### config.mk
export PLATFORM = sky130hd
export DESIGN_NAME = rtc_trim_unit
export DESIGN_NICKNAME = d
export VERILOG_FILES = /design/src/rtl/rtc_trim_pkg.sv /design/src/rtl/trim_decode.sv /design/src/rtl/trim_ctrl.sv /design/src/rtl/trim_prescaler.sv /design/src/rtl/rtc_trim_unit.sv
export SDC_FILE = /design/constraint.sdc
export NUM_CORES = 1
export LEC_CHECK = 0
export ABC_AREA = 1
export BUFFER_PORTS_ARGS = -buffer_cell sky130_fd_sc_hd__buf_4
export CORE_ASPECT_RATIO = 0.5
export CORE_MARGIN = 5
export CORE_UTILIZATION = 67
export DETAILED_ROUTE_END_ITERATION = 12
export GPL_TIMING_DRIVEN = 0
export PLACE_DENSITY = 0.95
export SYNTH_ARGS = -nofsm -noshare
export SYNTH_HDL_FRONTEND = slang
export SYNTH_HIERARCHICAL = 1
export SYNTH_SLANG_ARGS = --single-unit
### constraint.sdc
create_clock -name clk -period 9.73 [get_ports clk]
set_input_delay 0.973 -clock clk [delete_from_list [all_inputs] [get_ports clk]]
set_output_delay 0.973 -clock clk [all_outputs]
set_load 0.02 [all_outputs]
### src/rtl/rtc_trim_pkg.sv
package rtc_trim_pkg;
  localparam int MAG_W   = 6;
  localparam int PULSE_W = MAG_W + 1;

  typedef struct packed {
    logic             long_iv;
    logic             sub;
    logic [MAG_W-1:0] mag;
  } trim_word_t;

  // Ticks moved per corrected second: two per step.
  function automatic logic [PULSE_W-1:0] trim_pulses(trim_word_t w);
    logic [MAG_W-1:0] steps;
    if (w.sub) steps = (w.mag != '0) ? (~w.mag) + MAG_W'(1) : '0;
    else       steps = (w.mag > MAG_W'(1)) ? w.mag - MAG_W'(1) : '0;
    return {steps, 1'b0};
  endfunction
endpackage

### src/rtl/trim_decode.sv
module trim_decode
  import rtc_trim_pkg::*;
(
  input  trim_word_t         word_i,
  output logic [PULSE_W-1:0] pulses_o,
  output logic               sub_o,
  output logic               long_iv_o
);
  always_comb begin
    pulses_o  = trim_pulses(word_i);
    sub_o     = word_i.sub;
    long_iv_o = word_i.long_iv;
  end
endmodule

### src/rtl/trim_ctrl.sv
module trim_ctrl
  import rtc_trim_pkg::*;
(
  input  logic       clk,
  input  logic       rst_n,
  input  logic       wr_en_i,
  input  trim_word_t wr_word_i,
  input  logic       bnd_evt_i,
  output trim_word_t eff_word_o,
  output logic       busy_o
);
  trim_word_t pend_q, act_q;
  logic       busy_q;

  always_ff @(posedge clk) begin
    if (!rst_n) begin
      pend_q <= '0;
      act_q  <= '0;
      busy_q <= 1'b0;
    end else if (busy_q) begin
      if (bnd_evt_i) begin
        act_q  <= pend_q;
        busy_q <= 1'b0;
      end
    end else if (wr_en_i) begin
      pend_q <= wr_word_i;
      busy_q <= 1'b1;
    end
  end

  // The word loaded at a boundary already governs the second it opens.
  assign eff_word_o = busy_q ? pend_q : act_q;
  assign busy_o     = busy_q;
endmodule

### src/rtl/trim_prescaler.sv
module trim_prescaler
  import rtc_trim_pkg::*;
#(
  parameter int TICKS_PER_SEC = 32768,
  parameter int SECS_PER_MIN  = 60,
  parameter int SHORT_IV      = 20
) (
  input  logic               clk,
  input  logic               rst_n,
  input  logic               tick_i,
  input  logic [PULSE_W-1:0] pulses_i,
  input  logic               sub_i,
  input  logic               long_iv_i,
  output logic               bnd_evt_o,
  output logic               sec_pulse_o
);
  localparam int CW = $clog2(TICKS_PER_SEC);
  localparam int SW = $clog2(SECS_PER_MIN);

  logic [CW-1:0]      cnt_q;
  logic [SW-1:0]      sec_q, sec_nx;
  logic [PULSE_W-1:0] rem_q;
  logic               rem_sub_q, pulse_q;
  logic [1:0]         inc;
  logic [CW:0]        sum;
  logic               wrap, short_bnd, long_bnd, apply;

  always_comb begin
    if (rem_q == '0)    inc = 2'd1;
    else if (rem_sub_q) inc = 2'd0;
    else                inc = 2'd2;
    sum       = {1'b0, cnt_q} + (CW+1)'(inc);
    wrap      = tick_i && (sum >= (CW+1)'(TICKS_PER_SEC));
    sec_nx    = (sec_q == SW'(SECS_PER_MIN - 1)) ? '0 : sec_q + SW'(1);
    short_bnd = ((32'(sec_nx) % SHORT_IV) == 0);
    long_bnd  = (sec_nx == '0);
    bnd_evt_o = wrap && short_bnd;
    apply     = bnd_evt_o && (!long_iv_i || long_bnd);
  end

  always_ff @(posedge clk) begin
    if (!rst_n) begin
      cnt_q     <= '0;
      sec_q     <= '0;
      rem_q     <= '0;
      rem_sub_q <= 1'b0;
      pulse_q   <= 1'b0;
    end else begin
      pulse_q <= wrap;
      if (tick_i) begin
        if (wrap) begin
          cnt_q     <= CW'(sum - (CW+1)'(TICKS_PER_SEC));
          sec_q     <= sec_nx;
          rem_q     <= apply ? pulses_i : '0;
          rem_sub_q <= sub_i;
        end else begin
          cnt_q <= sum[CW-1:0];
          if (rem_q != '0) rem_q <= rem_q - PULSE_W'(1);
        end
      end
    end
  end

  assign sec_pulse_o = pulse_q;
endmodule

### src/rtl/rtc_trim_unit.sv
module rtc_trim_unit
  import rtc_trim_pkg::*;
#(
  parameter int TICKS_PER_SEC = 32768
) (
  input  logic       clk,
  input  logic       rst_n,
  input  logic       tick_i,
  input  logic       wr_en_i,
  input  logic [7:0] wr_data_i,
  output logic       sec_pulse_o,
  output logic       busy_o
);
  trim_word_t         eff_word;
  logic [PULSE_W-1:0] pulses;
  logic               sub, long_iv, bnd_evt;

  trim_ctrl u_ctrl (
    .clk(clk), .rst_n(rst_n), .wr_en_i(wr_en_i), .wr_word_i(trim_word_t'(wr_data_i)),
    .bnd_evt_i(bnd_evt), .eff_word_o(eff_word), .busy_o(busy_o)
  );

  trim_decode u_dec (
    .word_i(eff_word), .pulses_o(pulses), .sub_o(sub), .long_iv_o(long_iv)
  );

  trim_prescaler #(.TICKS_PER_SEC(TICKS_PER_SEC)) u_pre (
    .clk(clk), .rst_n(rst_n), .tick_i(tick_i), .pulses_i(pulses), .sub_i(sub),
    .long_iv_i(long_iv), .bnd_evt_o(bnd_evt), .sec_pulse_o(sec_pulse_o)
  );
endmodule

# Yosys cells after proc, flatten, opt, wreduce, memory -nomap -nowiden

Cells that the tools add are included.

Bits of input ports: 12
Output and inout bits: 2
Word-level logic and storage cells: 53
Register bits after elaboration: 47

Div/mod/pow operators: 1
Bitwise gates (word level): 2
Muxes and demuxes: 14
Equality and inequality tests: 1
Add/subtract/negate cells: 6
$lt $le $gt $ge: 2
Reduce and logical (&&, ||, !) cells: 15

Operators with widths:

| cell                                                           | number |
|---|---|
| logical NOT 32 bit                                             | 1 |
| modulo 6 x 5 -> 32 bit (second input constant)                 | 1 |
| 2-to-1 mux 6 bit                                               | 4 |
| 2-to-1 mux 7 bit                                               | 3 |
| adder 15 x 2 -> 16 bit                                         | 1 |
| >= comparator 16 bit (second input constant)                   | 1 |
| 2-to-1 mux 15 bit                                              | 1 |
| subtractor 15 x 1 -> 15 bit (second input constant)            | 1 |
| adder 6 x 1 -> 6 bit (second input constant)                   | 2 |
| 2-to-1 mux 8 bit                                               | 1 |
| AND reduction 2 bit                                            | 4 |
| logical NOT 7 bit                                              | 1 |
| nonzero test 7 bit                                             | 1 |
| subtractor 7 x 1 -> 7 bit (second input constant)              | 1 |
| equality test 6 bit (second input constant)                    | 1 |
| greater-than comparator 6 x 1 -> 1 bit (second input constant) | 1 |
| logical NOT 6 bit                                              | 1 |
| NOT 6 bit                                                      | 1 |
| nonzero test 6 bit                                             | 1 |
| subtractor 6 x 1 -> 6 bit (second input constant)              | 1 |
| 2-to-1 mux 2 bit                                               | 2 |
| logical AND 1 bit                                              | 3 |
| 2-to-1 mux 1 bit                                               | 3 |
| nonzero test 2 bit                                             | 1 |
| other kinds (3)                                                | 3 |

# Longest topological paths before layout

Gate-level depths: netlist of the first run.

Depth in word-level cells: 9
Mapped depth: 28
Gate-level depth less buffers: 28

# By module

The synthesis of the first run kept the hierarchy.

By module, submodules not included:

| module         | cells each | instances | area each (µm²) | seq. area each (µm²) |
|---|---|---|---|---|
| trim_prescaler | 328        | 1         | 2139.6          | 600.6 |
| trim_ctrl      | 117        | 1         | 747.0           | 340.3 |
| trim_decode    | 56         | 1         | 302.8           | 0.0 |

# Worst setup path before layout of the first run

OpenSTA, ideal clock, no wires.

Path type: reg2reg
From: register u_pre.sec_q[0]
To: register u_ctrl/act_q[0] (netlist name)
Library setup time: 0.064 ns
Cell stages (with the launch flop): 28
Buffers on the path: 0
Arrival time: 3.108 ns
Required time: 9.666 ns
Period minus slack after synthesis: 3.172 ns
Setup slack: 6.558 ns
Path through: dfxtp_1 ha_1 nand2_1 nor2_1 nand2_2 nand3_2 inv_1 ha_1 nor2_4 o21ai_4 nand3_1 nand2_1 inv_1 ha_1 inv_1 nand2_4 inv_2 nor2_4 nand2_2 nand2_1 nand2_1 nor2_1 nand2_1 nor2_4 nand2_2 inv_2 nor2_1 nor2_1

Word-level cells in the longest chain between the ends: 6
Elaborated cells between the ends (all ways): 7
Classes of those cells: add/sub (1); div (1); eq/ne (1); mux (1); reduce/logical (3)

RTL lines:

| item                                                               | RTL line             | text |
|---|---|---|
| start, declared                                                    | trim_prescaler.sv:21 | `logic [SW-1:0] sec_q, sec_nx;` |
| start signal, assigned                                             | trim_prescaler.sv:53 | `sec_q <= sec_nx;` |
| adder 6 x 1 -> 6 bit / equality test 6 bit (equally long branches) | trim_prescaler.sv:34 | `sec_nx = (sec_q == SW'(SECS_PER_MIN - 1)) ? '0 : sec_q + SW'(1);` |
| 2-to-1 mux 6 bit *                                                 | trim_prescaler.sv:34 |  |
| named net u_pre.sec_nx[3]                                          | trim_prescaler.sv:21 |  |
| modulo 6 x 5 -> 32 bit *                                           | trim_prescaler.sv:35 | `short_bnd = ((32'(sec_nx) % SHORT_IV) == 0);` |
| logical NOT 32 bit *                                               | trim_prescaler.sv:35 |  |
| logical AND 1 bit *                                                | trim_prescaler.sv:37 | `bnd_evt_o = wrap && short_bnd;` |
| named net bnd_evt                                                  | rtc_trim_unit.sv:16  | `logic sub, long_iv, bnd_evt;` |
| AND reduction 2 bit (no line) *                                    | n/a                  |  |
| end signal, assigned                                               | trim_ctrl.sv:22      | `act_q <= pend_q;` |
| end, declared                                                      | trim_ctrl.sv:12      | `trim_word_t pend_q, act_q;` |

The timed path passes the listed nets; every way through them passes the cells marked *.
A chain may end at the register's enable or synchronous reset.

# Worst setup path in the final report of the first run

From: register u_pre.sec_q[0]
To: register u_ctrl/act_q[4] (netlist name)

Same word-level chain as after synthesis.

==> run summary, run 1 <==
status - complete, no violations
Skew-Pair Late Insertion Delay - 0.29 ns
Mapped Area - 3190 µm²
Cell Pwr Density - 141 nW/µm²
hold_buf cts - 0
Worst-Margin Slew - 1.34 ns
Crit. End Element - flip-flop
vias in the first global route - 2936
overall routed net length - 6780 µm
Initial DRC Count - 171
Crit path largest cell delay - 0.44 ns
Worst Path Buf+Inv - 5
clock transition at the registers of the reported paths - 0.09 ns
sequential share of the synthesized area - 29.5%
clock sink total - 47
final antenna-violating net count - 0
clock network power share - 33.9%
Pint - 0.351 mW
final setup vio count - 0
clk root buf - clkbuf_8
setup TNS - 0 ns
Yosys reg bits - 47
fin. max-slew vios - 0
Starting Density - 71.1%
worst hold path type - reg -> reg
post-cts sizing count - 0
WP data required - 9.97 ns
CTS H-tree depth - 2
DIE AREA - 6320 µm²
cell area after layout - 3490 µm²
relative slew slack - 9.54%
Combinational Power Share - 22.1%
DRC - 0
FILL cells - 352
RePlAce Congestion - 0.892
Switching Share - 28.6%
row count - 17
cell mode on critical path - nand2_1
Port Buffer Count - 12
sequential fraction of design power - 44.1%
family with the most delay on the worst path - simple AND/OR/NAND/NOR gates
TritonCTS buffer count - 5
routed vias - 3134
syn nets - 528
fin nets - 547
crit path kind - reg -> reg
Final HPWL DP - 5000 µm
Die Wd - 108 µm
Yosys Warn Count - 6
placed cell area - 3360 µm²
Final Hold Fails - 0
synthesized area per cell - 6.37 µm²
I/O pin count - 14
TritonCTS clock tree - done
worst slack at placement - 5.96 ns
Fmax - 263 MHz
Yosys cell types - 35
first-pass GRT wire length - 12100 µm
Gate Count Post-Synth - 501
initial antenna violation count - 0
pin count of the biggest net entering global routing - 15
Max-cap violations - 0
core area - 4490 µm²
Max FO, Critical Path - 10
GRT overflow - 0
Tcrit/Tclk final - 39.0%
Worst EP arrival - 4.04 ns
critical path's slowest cell - dfxtp_1
VDD IR-drop max - 0.122 mV
Final Worst Setup Slack - 5.93 ns
Total GRT Usage - 23.1%
DIE HEIGHT - 58.8 µm
switching power - 0.141 mW
Pwr Total - 0.492 mW
Setup Buffers After CTS - 0
Bufs on Longest Clock Path - 2
Antenna diodes - 0
clk_skew - 0.00618 ns
Layout area overhead - 9.57%
RSZ-0062 raised after global routing - false
Static Leakage - 1.71 nW
Cell Count, Final, Fillers Out - 587
First-pass DRT Iterations - 5
CP Launch Type - flip-flop
vias per cell - 5.34
Final min period - 3.80 ns
layout cells sized above 1 - 12.7%
Post-Place Cells - 579
wire per inst - 11.6 µm
cell usage after synthesis:
library cell  number  share of area (%)
clkbuf_1           3               0.35
nand2_1          101                 12
nand2_2           11                2.2
nand3_2            8                2.5
nand3b_1           1               0.24
a21oi_1           34                5.3
nor3b_1            1               0.24
fa_1               1               0.63
o21ai_1           14                2.2
o22ai_1            1               0.20
dfxtp_1           47                 30
nand4_1            6                1.2
nor2_4             3                1.1
nor3_2             1               0.31
o21a_1             1               0.24
nand2_4            1               0.35
o21ai_4            1               0.51
xnor2_1            3               0.82
o41ai_1            1               0.27
nor4_1             1               0.20
nor2_1            79                9.3
o21ai_0           20                3.1
nor2_2             5               0.98
nor2_8             1               0.63
a21boi_2           1               0.35
nand3_1           42                6.6
buf_4              3               0.71
clkinv_1           1               0.12
buf_2              4               0.63
ha_1              14                5.5
inv_1             67                7.9
inv_2              8               0.94
conb_1             1               0.12
xor2_1             5                1.4
nor3_1            10                1.6
worst register-to-register path, cell delays in order, from the launching register on:
cell	delay (ns)
dfxtp_1	0.44
ha_1	0.25
nand2_1	0.09
nor2_1	0.11
nand2_2	0.11
nand3_2	0.18
inv_1	0.10
ha_1	0.23
nor2_4	0.15
o21ai_4	0.09
nand3_1	0.12
nand2_1	0.10
inv_1	0.10
ha_1	0.18
inv_1	0.09
nand2_4	0.09
inv_2	0.04
nor2_4	0.10
nand2_2	0.09
nand2_1	0.07
nand2_1	0.04
nor2_1	0.10
nand2_1	0.09
nor2_4	0.23
nand2_2	0.20
inv_2	0.17
nor2_1	0.07
nor2_1	0.10
layer usage:
metal	up-vias	GRT usage [%]	wire (µm)
li1	1624	-	-
met1	1411	26.8	2990
met2	87	44.0	3290
met3	12	3.83	410
met4	0	7.37	96
met5	-	0	0
cells by family after synthesis:
family	Yosys count	synth area share (%)
adders and majority gates	15	6.12
AOI/OAI and AO/OA	73	12.2
buffers and inverters	86	10.6
DFF	47	29.5
and+or+nand+nor	271	39.2
other	1	0.118
xor gates and xnor gates	8	2.20
flip-flops by register name (all words and copies together) (netlist names):
name               cells
u_pre/sec_pulse_o      1
u_ctrl/act_q           8
u_pre/cnt_q           15
u_ctrl/pend_q          8
u_pre/sec_q            6
u_ctrl/busy_o          1
u_pre/rem_sub_q        1
u_pre/rem_q            7
cell usage in the layout (no fill, tap or decap), types with 2 or more instances in the layout:
cell	n
a21oi_1	34
buf_2	4
buf_4	15
bufinv_16	2
clkbuf_1	4
clkbuf_8	5
dfxtp_1	47
ha_1	14
inv_1	67
inv_2	8
nand2_1	101
nand2_2	11
nand3_1	42
nand3_2	8
nand4_1	6
nor2_1	79
nor2_2	5
nor2_4	3
nor3_1	10
o21ai_0	20
o21ai_1	14
xnor2_1	3
xor2_1	5
path summary, 6_finish.rpt:
kind,slack [ns],end,from,cells past startpoint
max,5.93,u_ctrl/act_q[4],u_pre/sec_q[0],27
min,0.49,u_pre/cnt_q[3],u_pre/cnt_q[3],1
max reg2reg,5.93,u_ctrl/act_q[4],u_pre/sec_q[0],27
min reg2reg,0.49,u_pre/cnt_q[3],u_pre/cnt_q[3],1
layout make-up:
type	instances	area (µm²)	area share, %
Inverter	76	285	8.16
Buffer	10	53.8	1.54
Clock buffer	6	72.6	2.08
Multi-Input combinational cell	368	1910	54.6
Sequential cell	47	941	26.9
Timing Repair Buffer	12	90.1	2.58
Clock inverter	2	60.1	1.72
Tap cell	66	82.6	2.36
power by group through the flow:
stage	registers, mW	logic [mW]	clock network, mW
2_1_floorplan	0.218	0.0835	0
3_3_place_gp	0.220	0.0994	0
3_5_place_dp	0.220	0.104	0
4_1_cts	0.216	0.107	0.169
5_1_grt	0.219	0.125	0.176
6_report	0.217	0.109	0.167
per-stage QoR:
stage	util (%)	hold WS [ns]
finish	77.9	0.492
global route	77.9	0.513
CTS	77.9	0.488
detailed placement	74.9	0.466
global placement	74.9	0.461
floorplan	-	0.444
No activity file was read; power rests on OpenSTA's default activity.
==> run 2, diff against run 1 <==
ABC_AREA = 0   (was 1)
CORE_UTILIZATION = 62   (was 67)
PLACE_DENSITY = 0.9   (was 0.95)
clock period = 3.7 ns   (was 9.73 ns; I/O delays follow)
==> run summary, run 2 <==
synthesized area per cell - 8.32 µm² (was 6.37 µm²)
Layout Utilization - 76.0% (was 77.9%)
Switching Share - 26.1% (was 28.6%)
Post-synth ARST share - 0% (unchanged)
routed vias - 2889 (was 3134)
VDD IR-drop max - 0.164 mV (was 0.122 mV)
Top Registers - u_pre/cnt_q x15, u_ctrl/act_q x8, u_ctrl/pend_q x8 (unchanged)
most frequent cells after synthesis - nand2_1 (59), dfxtp_1 (47), nor2_1 (30) (was nand2_1 (101), nor2_1 (79), inv_1 (67))
WP data required - 3.91 ns (was 9.97 ns)
Combinational Power Share - 10.3% (was 22.1%)
Max-cap violations - 0 (unchanged)
Most flops, register - u_pre/cnt_q (unchanged)
CTS H-tree depth - 2 (unchanged)
DIE AREA - 6610 µm² (was 6320 µm²)
fin. max-slew vios - 0 (unchanged)
Initial DRC Count - 205 (was 171)
Final Hold Fails - 0 (unchanged)
Static Leakage - 1.43 nW (was 1.71 nW)
vias in the first global route - 2547 (was 2936)
clk root buf - clkbuf_8 (unchanged)
sequential fraction of design power - 55.2% (was 44.1%)
Total GRT Usage - 21.4% (was 23.1%)
syn nets - 400 (was 528)
Largest register FFs - 15 (unchanged)
Antenna diodes - 0 (unchanged)
DIE HEIGHT - 60.0 µm (was 58.8 µm)
switching power - 0.244 mW (was 0.141 mW)
clock sink total - 47 (unchanged)
commonest non-fill, non-tap cell in the layout - nand2_1 (unchanged)
sequential share of the synthesized area - 30.3% (was 29.5%)
Final Worst Setup Slack - -0.00479 ns (was 5.93 ns)
Worst EP arrival - 3.92 ns (was 4.04 ns)
Tcrit/Tclk final - 100% (was 39.0%)
failing checks - setup timing
clock network power share - 34.5% (was 33.9%)
Final HPWL DP - 4820 µm (was 5000 µm)
Die Wd - 110 µm (was 108 µm)
placed cell area - 3300 µm² (was 3360 µm²)
clock transition at the registers of the reported paths - 0.10 ns (was 0.09 ns)
Yosys reg bits - 47 (unchanged)
pin count of the biggest net entering global routing - 17 (was 15)
status - complete, but fails checks (was complete, no violations)
Port Buffer Count - 13 (was 12)
Gate Count Post-Synth - 373 (was 501)
Mapped Area - 3100 µm² (was 3190 µm²)
reg2reg end - u_pre/rem_q[4] (was u_ctrl/act_q[4])
crit path kind - reg -> reg (unchanged)
RR Startpoint - u_pre/sec_q[0] (unchanged)
ranking of synthesized cells by area - dfxtp_1 (30%), nand2_1 (7.1%), mux2i_1 (6.4%), ha_1 (5.6%), nor2_1 (3.6%) (was dfxtp_1 (30%), nand2_1 (12%), nor2_1 (9.3%), inv_1 (7.9%), nand3_1 (6.6%))
CP Launch Type - flip-flop (unchanged)
final antenna-violating net count - 0 (unchanged)
Yosys Warn Count - 6 (unchanged)
DRC - 0 (unchanged)
Max FO, Critical Path - 8 (was 10)
worst hold stages - 2 (was 1)
worst slack at placement - -0.539 ns (was 5.96 ns)
WHS Endpoint - u_pre/cnt_q[1] (was u_pre/cnt_q[3])
Skew-Pair Late Insertion Delay - 0.31 ns (was 0.29 ns)
Bufs on Longest Clock Path - 2 (unchanged)
Yosys cell types - 69 (was 35)
final setup vio count - 1 (was 0)
RePlAce Congestion - 0.868 (was 0.892)
I/O pin count - 14 (unchanged)
first-pass GRT wire length - 11100 µm (was 12100 µm)
First-pass DRT Iterations - 6 (was 5)
r2r worst-path depth - 15 (was 27)
most common cell in the netlist - nand2_1 (unchanged)
initial antenna violation count - 0 (unchanged)
wire per inst - 15.9 µm (was 11.6 µm)
reg-to-reg slack, setup - -0.005 ns (was 5.93 ns)
TritonCTS buffer count - 5 (unchanged)
Starting Density - 63.5% (was 71.1%)
Final min period - 3.70 ns (was 3.80 ns)
Cell Pwr Density - 252 nW/µm² (was 141 nW/µm²)
Worst-Margin Slew - 0.594 ns (was 1.34 ns)
clk_skew - 0.00986 ns (was 0.00618 ns)
layout cells sized above 1 - 25.1% (was 12.7%)
core area - 4890 µm² (was 4490 µm²)
fin nets - 437 (was 547)
Hold Slack - 0.287 ns (was 0.492 ns)
post-synth top area share - 30.3% (was 29.5%)
worst hold start - tick_i (was u_pre/cnt_q[3])
worst hold path type - in -> reg (was reg -> reg)
Pint - 0.692 mW (was 0.351 mW)
Layout area overhead - 19.7% (was 9.57%)
Fmax - 270 MHz (was 263 MHz)
cell area after layout - 3720 µm² (was 3490 µm²)
Post-synth EDFFs - 0 (unchanged)
Top FF cell, synth - dfxtp_1 (unchanged)
TritonCTS clock tree - done (unchanged)
Crit. End Element - flip-flop (unchanged)
GRT overflow - 0 (unchanged)
most frequent cells in the layout - nand2_1 (58), dfxtp_1 (44), buf_4 (32) (was nand2_1 (101), nor2_1 (79), inv_1 (67))
overall routed net length - 7670 µm (was 6780 µm)
relative slew slack - 60.3% (was 9.54%)
vias per cell - 6.01 (was 5.34)
leading area contributor after synthesis - dfxtp_1 (unchanged)
row count - 18 (was 17)
[run 2: worst max-delay path by stage]
stage | start | end | slack (ns)
finish | u_pre/sec_q[0] | u_pre/rem_q[4] | -0.005
global route | u_pre/sec_q[0] | u_pre/rem_q[4] | -0.15
CTS | u_pre/sec_q[1] | u_ctrl/act_q[7] | 0.00003
detailed placement | u_pre/sec_q[0] | u_ctrl/act_q[3] | -0.54
global placement | u_pre/sec_q[0] | u_ctrl/act_q[1] | -0.47
floorplan | u_pre/sec_q[0] | u_ctrl/act_q[0] | 0.02
[run 2: kinds of logic after synthesis]
logic type               after synthesis  share of synthesized area, %
other                                  1                         0.121
adder cells (fa/ha/maj)               15                          6.29
XOR/XNOR                              22                          6.21
buffers and inverters                 40                          6.69
multiplexers                          28                          9.35
flip-flops                            47                          30.3
AND/OR/NAND/NOR                      140                          22.7
AO/OA/AOI/OAI                         80                          18.3
[run 2: worst max-delay path, stage by stage (launching register included)]
cell       delay (ns)
dfxtp_4          0.41
ha_4             0.17
o211ai_1         0.19
a21oi_2          0.36
ha_2             0.26
inv_1            0.07
ha_4             0.22
nor2b_1          0.13
o21ai_1          0.11
o32ai_2          0.29
a2bb2oi_2        0.23
buf_4            0.18
o2111ai_4        0.18
a2111oi_2        0.39
o211ai_1         0.17
a21oi_1          0.25
[run 2: area by class of cell]
cell class	count	area, µm²
sequential	47	950
clock inverter	3	25.0
fill	317	1170
inverter	19	71.3
timing repair buffer	30	241
buffer	20	125
clock buffer	5	68.8
tap	70	87.6
multi-input combinational	287	2150
[run 2: power by group through the flow]
stage	clock network [mW]	registers, mW	logic, mW
floorplan	0	0.530	0.0677
global placement	0	0.530	0.0902
detailed placement	0	0.530	0.0938
CTS	0.331	0.518	0.0946
global route	0.357	0.519	0.106
finish	0.323	0.517	0.0965
[run 2: what timing repair did]
action,4_1_cts,5_1_grt
resized for setup,16,22
gates cloned,0,1
hold buffers,0,0
pin swaps,4,15
setup buffers,5,12
setup endpoints to repair,15,11
[run 2: routing by layer]
layer	up-vias	GRT usage (%)	share of wire (%)
met5	-	0	0
met4	0	6.75	3.4
met3	29	5.61	6.1
met2	124	37.5	48
met1	1341	26.0	42
li1	1395	-	-
[run 2: metrics by stage]
step / instances / setup TNS [ns] / power [mW]
2_1_floorplan: 373 / 0 / 0.598
3_3_place_gp: 456 / -4.39 / 0.620
3_5_place_dp: 456 / -5.26 / 0.624
4_1_cts: 469 / 0 / 0.943
5_1_grt: 481 / -0.880 / 0.982
6_report: 481 / -0.00479 / 0.937
==> run 3, diff against run 2 <==
HOLD_SLACK_MARGIN = 0.1   (was default)
SKIP_CTS_REPAIR_TIMING = 1   (was default)
==> run summary, run 3 (synthesis gave the netlist of run 2 again) <==
vias per cell - 5.83 (was 6.01)
Layout Utilization - 75.9% (was 76.0%)
Final min period - 3.70 ns (about the same)
CP Launch Type - flip-flop (unchanged)
overall routed net length - 7500 µm (was 7670 µm)
Total GRT Usage - 20.6% (was 21.4%)
I/O pin count - 14 (unchanged)
Worst-Margin Slew - 0.687 ns (was 0.594 ns)
Worst EP arrival - 3.92 ns (about the same)
Final HPWL DP - 4820 µm (unchanged)
layout cells sized above 1 - 25.2% (was 25.1%)
Skew-Pair Late Insertion Delay - 0.31 ns (about the same)
worst hold stages - 2 (unchanged)
first-pass GRT wire length - 10800 µm (was 11100 µm)
Max FO, Critical Path - 8 (unchanged)
clock sink total - 47 (unchanged)
reg-to-reg slack, setup - -0.001 ns (was -0.005 ns)
core area - 4890 µm² (unchanged)
commonest non-fill, non-tap cell in the layout - nand2_1 (unchanged)
pin count of the biggest net entering global routing - 17 (unchanged)
RSZ-0062 raised after global routing - true
TritonCTS clock tree - done (unchanged)
Layout area overhead - 19.4% (was 19.7%)
WHS Endpoint - u_pre/cnt_q[1] (unchanged)
Max-cap violations - 0 (unchanged)
clk root buf - clkbuf_8 (unchanged)
relative slew slack - 53.7% (was 60.3%)
Largest register FFs - 15 (unchanged)
First-pass DRT Iterations - 6 (unchanged)
Most flops, register - u_pre/cnt_q (unchanged)
fin. max-slew vios - 0 (unchanged)
placed cell area - 3300 µm² (unchanged)
Die Wd - 110 µm (unchanged)
Crit. End Element - flip-flop (unchanged)
clk_skew - 0.00939 ns (was 0.00986 ns)
Antenna diodes - 0 (unchanged)
final setup vio count - 1 (unchanged)
cell area after layout - 3710 µm² (was 3720 µm²)
Static Leakage - 1.45 nW (was 1.43 nW)
Initial DRC Count - 178 (was 205)
CTS H-tree depth - 2 (unchanged)
Tcrit/Tclk final - 100% (about the same)
GRT overflow - 0 (unchanged)
status - complete, but fails checks (unchanged)
RePlAce Congestion - 0.868 (unchanged)
reg2reg end - u_pre/rem_q[4] (unchanged)
worst hold start - tick_i (unchanged)
most frequent cells in the layout - nand2_1 (56), dfxtp_1 (44), buf_4 (31) (was nand2_1 (58), dfxtp_1 (44), buf_4 (32))
final antenna-violating net count - 0 (unchanged)
crit path kind - reg -> reg (unchanged)
Final Hold Fails - 0 (unchanged)
RR Startpoint - u_pre/sec_q[1] (was u_pre/sec_q[0])
vias in the first global route - 2513 (was 2547)
Final Worst Setup Slack - -0.00108 ns (was -0.00479 ns)
worst hold path type - in -> reg (unchanged)
initial antenna violation count - 0 (unchanged)
TritonCTS buffer count - 5 (unchanged)
WP data required - 3.92 ns (was 3.91 ns)
VDD IR-drop max - 0.167 mV (was 0.164 mV)
DRC - 0 (unchanged)
FILL cells - 311 (was 317)
Top Registers - u_pre/cnt_q x15, u_ctrl/act_q x8, u_ctrl/pend_q x8 (unchanged)
Starting Density - 63.5% (unchanged)
fin nets - 434 (was 437)
wire per inst - 15.7 µm (was 15.9 µm)
DIE HEIGHT - 60.0 µm (unchanged)
DIE AREA - 6610 µm² (unchanged)
Bufs on Longest Clock Path - 2 (unchanged)
routed vias - 2788 (was 2889)
Port Buffer Count - 13 (unchanged)
failing checks - setup timing (unchanged)
Fmax - 270 MHz (about the same)
row count - 18 (unchanged)
Cell Pwr Density - 252 nW/µm² (about the same)
Pwr Total - 0.935 mW (was 0.937 mW)
clock transition at the registers of the reported paths - 0.10 ns (about the same)
r2r worst-path depth - 15 (unchanged)
==> run 3: power by group <==
group          internal [mW]  switching, mW
Clock                  0.135          0.186
Combinational         0.0446         0.0510
Sequential             0.512        0.00482
==> run 3: how the worst max path moves through the flow <==
| stage | startpoint | endpoint | slack, ns | depth (start not counted) |
|---|---|---|---|---|
| after detailed placement | u_pre/sec_q[0] | u_ctrl/act_q[3] | -0.54 | 18 |
| final | u_pre/sec_q[1] | u_pre/rem_q[4] | -0.001 | 15 |
| after global routing | u_pre/sec_q[0] | u_pre/rem_q[4] | -0.14 | 16 |
| after CTS | u_pre/sec_q[0] | u_ctrl/act_q[7] | -0.57 | 18 |
| after floorplan | u_pre/sec_q[0] | u_ctrl/act_q[0] | 0.02 | 18 |
| after global placement | u_pre/sec_q[0] | u_ctrl/act_q[1] | -0.47 | 18 |
==> run 3: area by class of cell <==
| cell class | count | area, µm² | share of cell area (%) |
|---|---|---|---|
| flip-flops and latches | 47 | 950 | 25.6 |
| multi-input cells | 287 | 2160 | 58.4 |
| well taps | 70 | 87.6 | 2.36 |
| repair buffers | 28 | 214 | 5.77 |
| clock buffers | 5 | 68.8 | 1.86 |
| clock inverters | 3 | 25.0 | 0.675 |
| inverters | 19 | 76.3 | 2.06 |
| plain buffers | 19 | 121 | 3.27 |
==> run 3: stage by stage <==
| stage | hold slack (ns) | setup TNS (ns) | instances | worst slack, ns |
|---|---|---|---|---|
| 2_1_floorplan | 0.427 | 0 | 373 | 0.0217 |
| 3_3_place_gp | 0.441 | -4.39 | 456 | -0.467 |
| 3_5_place_dp | 0.449 | -5.26 | 456 | -0.539 |
| 4_1_cts | 0.273 | -5.68 | 464 | -0.569 |
| 5_1_grt | 0.274 | -0.710 | 478 | -0.139 |
| 6_report | 0.285 | -0.00108 | 478 | -0.00108 |
==> run 3: critical path, cell delays in order (launching register included) <==
cell and delay, ns:
dfxtp_4 0.39, buf_4 0.13, nand3_4 0.10, or3_4 0.39, buf_6 0.14, and3_4 0.18
inv_4 0.10, ha_4 0.22, nor2b_1 0.14, o21ai_1 0.10, o32ai_2 0.34, a2bb2oi_4 0.24
o2111ai_2 0.27, a2111oi_1 0.46, o211ai_1 0.20, a21oi_1 0.22
==> run 3: layer usage <==
layer	up-vias	wire length (µm)	global-route usage [%]
met4	0	133	5.15
met3	20	415	4.64
met1	1294	3220	24.9
li1	1379	-	-
met2	95	3740	37.3
met5	-	0	0
